**src/rtl/dma_arb_pkg.sv**
```systemverilog
package dma_arb_pkg;

  typedef enum logic [1:0] {
    MODE_FIX_NUM = 2'b00,
    MODE_FIX_SKW = 2'b01,
    MODE_ROTATE  = 2'b10,
    MODE_RSVD    = 2'b11
  } arb_mode_e;

  // Channel found at priority position pos (0 = highest) in the skewed fixed
  // order: channel 1 is placed after channels 2 and 3, the rest are numeric.
  function automatic int unsigned skew_chan_at(int unsigned pos);
    case (pos)
      1:       return 2;
      2:       return 3;
      3:       return 1;
      default: return pos;
    endcase
  endfunction

endpackage

```
**src/rtl/dma_arb_fixed.sv**
```systemverilog
module dma_arb_fixed
  import dma_arb_pkg::*;
#(
  parameter int N_CH  = 6,
  parameter int SKEW  = 0,
  localparam int IDX_W = $clog2(N_CH)
) (
  input  logic [N_CH-1:0]  req,
  output logic             hit,
  output logic [IDX_W-1:0] idx
);

  // Walk from lowest to highest priority so the last match wins.
  always_comb begin
    hit = 1'b0;
    idx = '0;
    for (int p = N_CH - 1; p >= 0; p--) begin
      int unsigned c;
      c = (SKEW != 0) ? skew_chan_at(p) : p;
      if (req[c]) begin
        hit = 1'b1;
        idx = IDX_W'(c);
      end
    end
  end

endmodule

```
**src/rtl/dma_arb_rotate.sv**
```systemverilog
module dma_arb_rotate #(
  parameter int N_CH  = 6,
  localparam int IDX_W = $clog2(N_CH)
) (
  input  logic [N_CH-1:0]  req,
  input  logic [IDX_W-1:0] head,
  output logic             hit,
  output logic [IDX_W-1:0] idx
);

  // head is the highest-priority channel; priority falls with wrap-around.
  always_comb begin
    hit = 1'b0;
    idx = '0;
    for (int k = N_CH - 1; k >= 0; k--) begin
      int unsigned c;
      c = int'(head) + k;
      if (c >= N_CH) c = c - N_CH;
      if (req[c]) begin
        hit = 1'b1;
        idx = IDX_W'(c);
      end
    end
  end

endmodule

```
**src/rtl/dma_prio_arb.sv**
```systemverilog
module dma_prio_arb
  import dma_arb_pkg::*;
#(
  parameter int N_CH  = 6,
  parameter int MODE_W = 2,
  localparam int IDX_W = $clog2(N_CH),
  localparam int N_FIX = 2
) (
  input  logic              clk,
  input  logic              rst_n,
  input  logic [N_CH-1:0]   req,
  input  logic [MODE_W-1:0] mode,
  input  logic              done,
  output logic [N_CH-1:0]   gnt,
  output logic              gnt_vld
);

  // Fixed-order pickers, variant chosen by generate index
  logic [N_FIX-1:0]            fix_hit;
  logic [N_FIX-1:0][IDX_W-1:0] fix_idx;

  for (genvar g = 0; g < N_FIX; g++) begin : g_fix
    dma_arb_fixed #(.N_CH(N_CH), .SKEW(g)) u_fix (
      .req (req),
      .hit (fix_hit[g]),
      .idx (fix_idx[g])
    );
  end

  logic [IDX_W-1:0] head_q, head_d;
  logic             rot_hit;
  logic [IDX_W-1:0] rot_idx;

  dma_arb_rotate #(.N_CH(N_CH)) u_rot (
    .req  (req),
    .head (head_q),
    .hit  (rot_hit),
    .idx  (rot_idx)
  );

  // Policy selection
  arb_mode_e        cur_mode;
  logic             pick_hit;
  logic [IDX_W-1:0] pick_idx;

  always_comb begin
    cur_mode = arb_mode_e'(mode[1:0]);
    case (cur_mode)
      MODE_FIX_SKW: begin pick_hit = fix_hit[1]; pick_idx = fix_idx[1]; end
      MODE_ROTATE:  begin pick_hit = rot_hit;    pick_idx = rot_idx;    end
      default:      begin pick_hit = fix_hit[0]; pick_idx = fix_idx[0]; end
    endcase
  end

  // Next state
  logic             held_q, held_d;
  logic [IDX_W-1:0] idx_q, idx_d;
  logic             idx_en, head_en, held_en;
  logic             finish;

  assign finish  = held_q && done;
  assign idx_en  = !held_q && pick_hit;
  assign head_en = finish;
  assign held_en = finish || idx_en;

  always_comb begin
    held_d = held_q;
    idx_d  = idx_q;
    head_d = head_q;
    if (held_en) held_d = !held_q;
    if (idx_en)  idx_d  = pick_idx;
    if (head_en) head_d = (idx_q == IDX_W'(N_CH - 1)) ? '0 : idx_q + 1'b1;
  end

  // Registers
  always_ff @(posedge clk or negedge rst_n) begin
    if (!rst_n) begin
      held_q <= 1'b0;
      idx_q  <= '0;
      head_q <= '0;
    end else begin
      if (held_en) held_q <= held_d;
      if (idx_en)  idx_q  <= idx_d;
      if (head_en) head_q <= head_d;
    end
  end

  // Outputs
  for (genvar i = 0; i < N_CH; i++) begin : g_dec
    assign gnt[i] = held_q && (idx_q == IDX_W'(i));
  end
  assign gnt_vld = held_q;

endmodule

```
**config.mk**
```make
export PLATFORM = sky130hd
export DESIGN_NAME = dma_prio_arb
export DESIGN_NICKNAME = d
export VERILOG_FILES = /design/src/rtl/dma_arb_pkg.sv /design/src/rtl/dma_arb_fixed.sv /design/src/rtl/dma_arb_rotate.sv /design/src/rtl/dma_prio_arb.sv
export SDC_FILE = /design/constraint.sdc
export NUM_CORES = 1
export LEC_CHECK = 0
export BUFFER_PORTS_ARGS = -buffer_cell sky130_fd_sc_hd__buf_2
export CAP_MARGIN = 10
export CELL_PAD_IN_SITES_DETAIL_PLACEMENT = 1
export CELL_PAD_IN_SITES_GLOBAL_PLACEMENT = 2
export CORE_MARGIN = 1.5
export CORE_UTILIZATION = 31
export DETAILED_ROUTE_END_ITERATION = 10
export GPL_ROUTABILITY_DRIVEN = 0
export PLACE_DENSITY = 0.73
export SYNTH_ARGS = -nofsm -noshare
export SYNTH_HDL_FRONTEND = slang
export SYNTH_HIERARCHICAL = 1
export SYNTH_SLANG_ARGS = --single-unit
```
**constraint.sdc**
```tcl
create_clock -name clk -period 3.4 [get_ports clk]
set_input_delay 0.68 -clock clk [delete_from_list [all_inputs] [get_ports clk]]
set_output_delay 0.68 -clock clk [all_outputs]
set_load 0.02 [all_outputs]
```
==> flow_summary.ini <==
[critical_path]
critical_path_s_slowest_cell = sky130_fd_sc_hd__or4_1
crit_path_end_kind = flop
critical_path.cell_chain = ha_1, xor2_1, a2111oi_0, o21ai_0, and4_4, or4_1, a211oi_1, a22oi_1, o21ai_0, mux2_4
max_stage_delay_ns = 0.53
number_of_cell_instances_on_the_worst_register_to_register_path = 10
cp_num_buf_inv = 0
critical_path.max_fanout = 7
worst-path-stages = 10
worst_setup_path_start_kind = flop
required_ns = 3.57
critPathArrivalTime_ns = 3.35
dominant_cell_type_by_count_on_the_critical_path = sky130_fd_sc_hd__o21ai_0
worstSetupPathType = flop to flop
timing.critical_path.max_delay_family = compound AO/OA/AOI/OAI gates

[cells_and_area]
layout_area_overhead_pct = 16.03
finish.utilization_pct = 37.76
number_of_nets_in_the_layout = 223
post_route_cells_drive_above_1_share_pct = 28.86
insertedDiodeCount = 0
final_layout_fill_cell_count = 543

[routing]
antenna_violating_nets_remaining = 0
vias = 1434
drt_pass1_iterations = 4
route.detailed.drc = 0
wirelength_mm = 3.934
detail_route.iter0.violations = 57
viasPerCell = 5.668
avgRoutedWirePerCell_um = 15.55

[synthesis]
synth_ff_type = sky130_fd_sc_hd__dfrtp_1
yosys_warnings = 6
async_set_or_reset_flop_fraction_in_the_synthesized_netlist_pct = 100.0
synthesis.nets = 199
seq_total_area_yosys_pct = 12.20
share_of_yosys_cell_area_claimed_by_the_top_area_cell_type_pct = 12.20
synth_top_area_cell = sky130_fd_sc_hd__dfrtp_1
synth-seq-cells = 7
number_of_distinct_library_cell_variants_in_the_gate_level_netlist_after_synthesis = 60
synth_enable_flop_cells = 0
synth_area_sq_um = 1436
post_synth_inst_count = 178
synth_area_per_cell_sq_um = 8.070
synth.top_cells.by_area = sky130_fd_sc_hd__dfrtp_1 12%, sky130_fd_sc_hd__ha_1 8.7%, sky130_fd_sc_hd__nand2_1 5.0%
synth.most_common_cell = sky130_fd_sc_hd__nand2_1
synthTopCellsByCount = 19 x sky130_fd_sc_hd__nand2_1, 17 x sky130_fd_sc_hd__nor2_1, 12 x sky130_fd_sc_hd__inv_1

[sta]
final_min_period_over_clock_period_pct = 93.50
unrepaired_setup_endpoints_after_global_routing = false
final_critical_period_ns = 3.179
worst_slew_margin_rel_pct = 67.97
slew_violations = 0
fin_worst_skew_ns = 0.002924
setup_violations = 0
finalSetupTns_ns = 0
worst_slew_pin_slew_ns = 0.4776
finalHoldViolations = 0
fmaxAchievable_mhz = 314.6

[clocking]
number_of_buffers_added_to_fix_hold_violations_after_cts = 0
clock_tree.buffer_depth = 2
cts_post_setup_buffers_inserted = 0
cts.reportedPaths.clkPinSlew_ns = 0.04
tritoncts.num_buffers = 3
number_of_sinks_driven_by_the_clock_tree = 7
clock_insertion_delay_worst_skew_ns = 0.23
htree_levels = 1
cts_tree = done
root_buffer = sky130_fd_sc_hd__clkbuf_8

[run_status]
status = finished clean

[die]
dieHeight_um = 71.07
fp.dieArea_sq_um = 5051
floorplan.initialDensity_pct = 32.54
io_pins = 18
fp-row-count = 24
core_region_area_sq_um = 4414
die-width_um = 71.07

[min_path]
worstHoldPathType = primary input to asynchronous set/reset pin

[global_routing]
pin_count_of_the_biggest_net_entering_global_routing = 12
first_global_vias = 1420
global_route.usage.total_pct = 16.78
grt_overflow_total = 0
initial_antenna_violation_count = 0
grt_first_pass_wirelength_mm = 6.948

[power_and_ir_drop]
irDropWorstVdd_mv = 0.3478
power_density_nw_per_um2 = 1110
total_leakage_power_nw = 0.7202

[place]
dp_hpwl_mm = 3.242
io_buffer_count = 17

[run]
maxCapViolations = 0
==> sequential cells by signal (all words and copies together) (netlist names) <==
register	cells
gnt_vld	1
head_q	3
idx_q	3
==> what timing repair did <==
| item | CTS | global route |
|---|---|---|
| hold endpoints to repair | 0 | 0 |
| gates resized for setup | 0 | 5 |
| endpoints found under the setup margin | 0 | 3 |
==> report_power, final <==
group | total (mW) | internal (mW) | switching [mW]
sequential | 0.174 | 0.118 | 0.0561
clock | 0.118 | 0.0812 | 0.0368
combinational | 1.56 | 0.693 | 0.865
total | 1.85 | 0.892 | 0.958
==> layout by cell type (no fill, tap or decap), types with 3 or more instances in the layout <==
master,n
sky130_fd_sc_hd__nand2_1,19
sky130_fd_sc_hd__mux2_2,6
sky130_fd_sc_hd__nor2b_1,3
sky130_fd_sc_hd__dfrtp_1,7
sky130_fd_sc_hd__xor2_1,3
sky130_fd_sc_hd__mux2i_1,6
sky130_fd_sc_hd__buf_4,8
sky130_fd_sc_hd__xnor2_1,3
sky130_fd_sc_hd__ha_1,9
sky130_fd_sc_hd__clkbuf_8,3
sky130_fd_sc_hd__nor3_1,8
sky130_fd_sc_hd__inv_1,12
sky130_fd_sc_hd__nand2b_1,5
sky130_fd_sc_hd__mux2_4,3
sky130_fd_sc_hd__a211oi_1,4
sky130_fd_sc_hd__a22oi_1,3
sky130_fd_sc_hd__o21ai_0,9
sky130_fd_sc_hd__buf_2,17
sky130_fd_sc_hd__nor2_1,17
==> final cells by class <==
| cell class | count | area (sq um) | share of cell area, % |
|---|---|---|---|
| clock buffer | 4 | 45.04 | 2.703 |
| sequential | 7 | 175.2 | 10.51 |
| inverter | 12 | 45.04 | 2.703 |
| timing repair buffer | 25 | 145.1 | 8.709 |
| multi-input combinational | 153 | 1191 | 71.47 |
| tap | 52 | 65.06 | 3.904 |
==> through the flow <==
step           std cells  total power, mW  setup WS (ns)  cell area (sq um)  hold slack (ns)
2_1_floorplan        178            1.309         0.1489               1436           0.3844
3_3_place_gp         249            1.647         0.2033               1600           0.5197
3_5_place_dp         249            1.686        0.05410               1600           0.5290
4_1_cts              253            1.815         0.1193               1645           0.2831
5_1_grt              253            2.033        0.02395               1667           0.2831
6_report             253            1.849         0.2209               1667           0.2786
==> kinds of logic after synthesis <==
kind of cell / count (synthesis) / share of synthesized area (%)
buf+inv: 18 / 6.359
simple gates: 71 / 27.44
compound gates: 46 / 24.30
flops: 7 / 12.20
xor+xnor: 6 / 3.659
fa+ha+maj: 11 / 9.408
mux: 19 / 16.64
==> worst register-to-register path: cells and delay by family, from the launching register on <==
family / cells / cell delay, ns
and+or+nand+nor: 2 / 0.75
AOI/OAI and AO/OA: 5 / 1.26
adders and majority gates: 1 / 0.31
xor gates and xnor gates: 1 / 0.20
DFF: 1 / 0.47
muxes: 1 / 0.16
==> metal layers <==
metal	vias up	GRT usage [%]	routed length, um
met2	27	27.52	1859
met4	0	2.725	38
met1	687	23.57	1918
met3	6	2.849	117
li1	714	-	-
met5	-	0	0
==> worst paths after layout <==
| path | start | to | slack [ns] |
|---|---|---|---|
| setup / recovery | head_q[0] | idx_q[1] | 0.22 |
| hold / removal | rst_n | idx_q[1] | 0.28 |
| setup reg to reg | head_q[0] | idx_q[1] | 0.22 |
| hold reg to reg | idx_q[2] | idx_q[2] | 0.60 |
| max in group asynchronous | rst_n | idx_q[0] | 2.96 |
| min in group clk | idx_q[2] | idx_q[2] | 0.60 |
(Power assumes the default switching activity.)
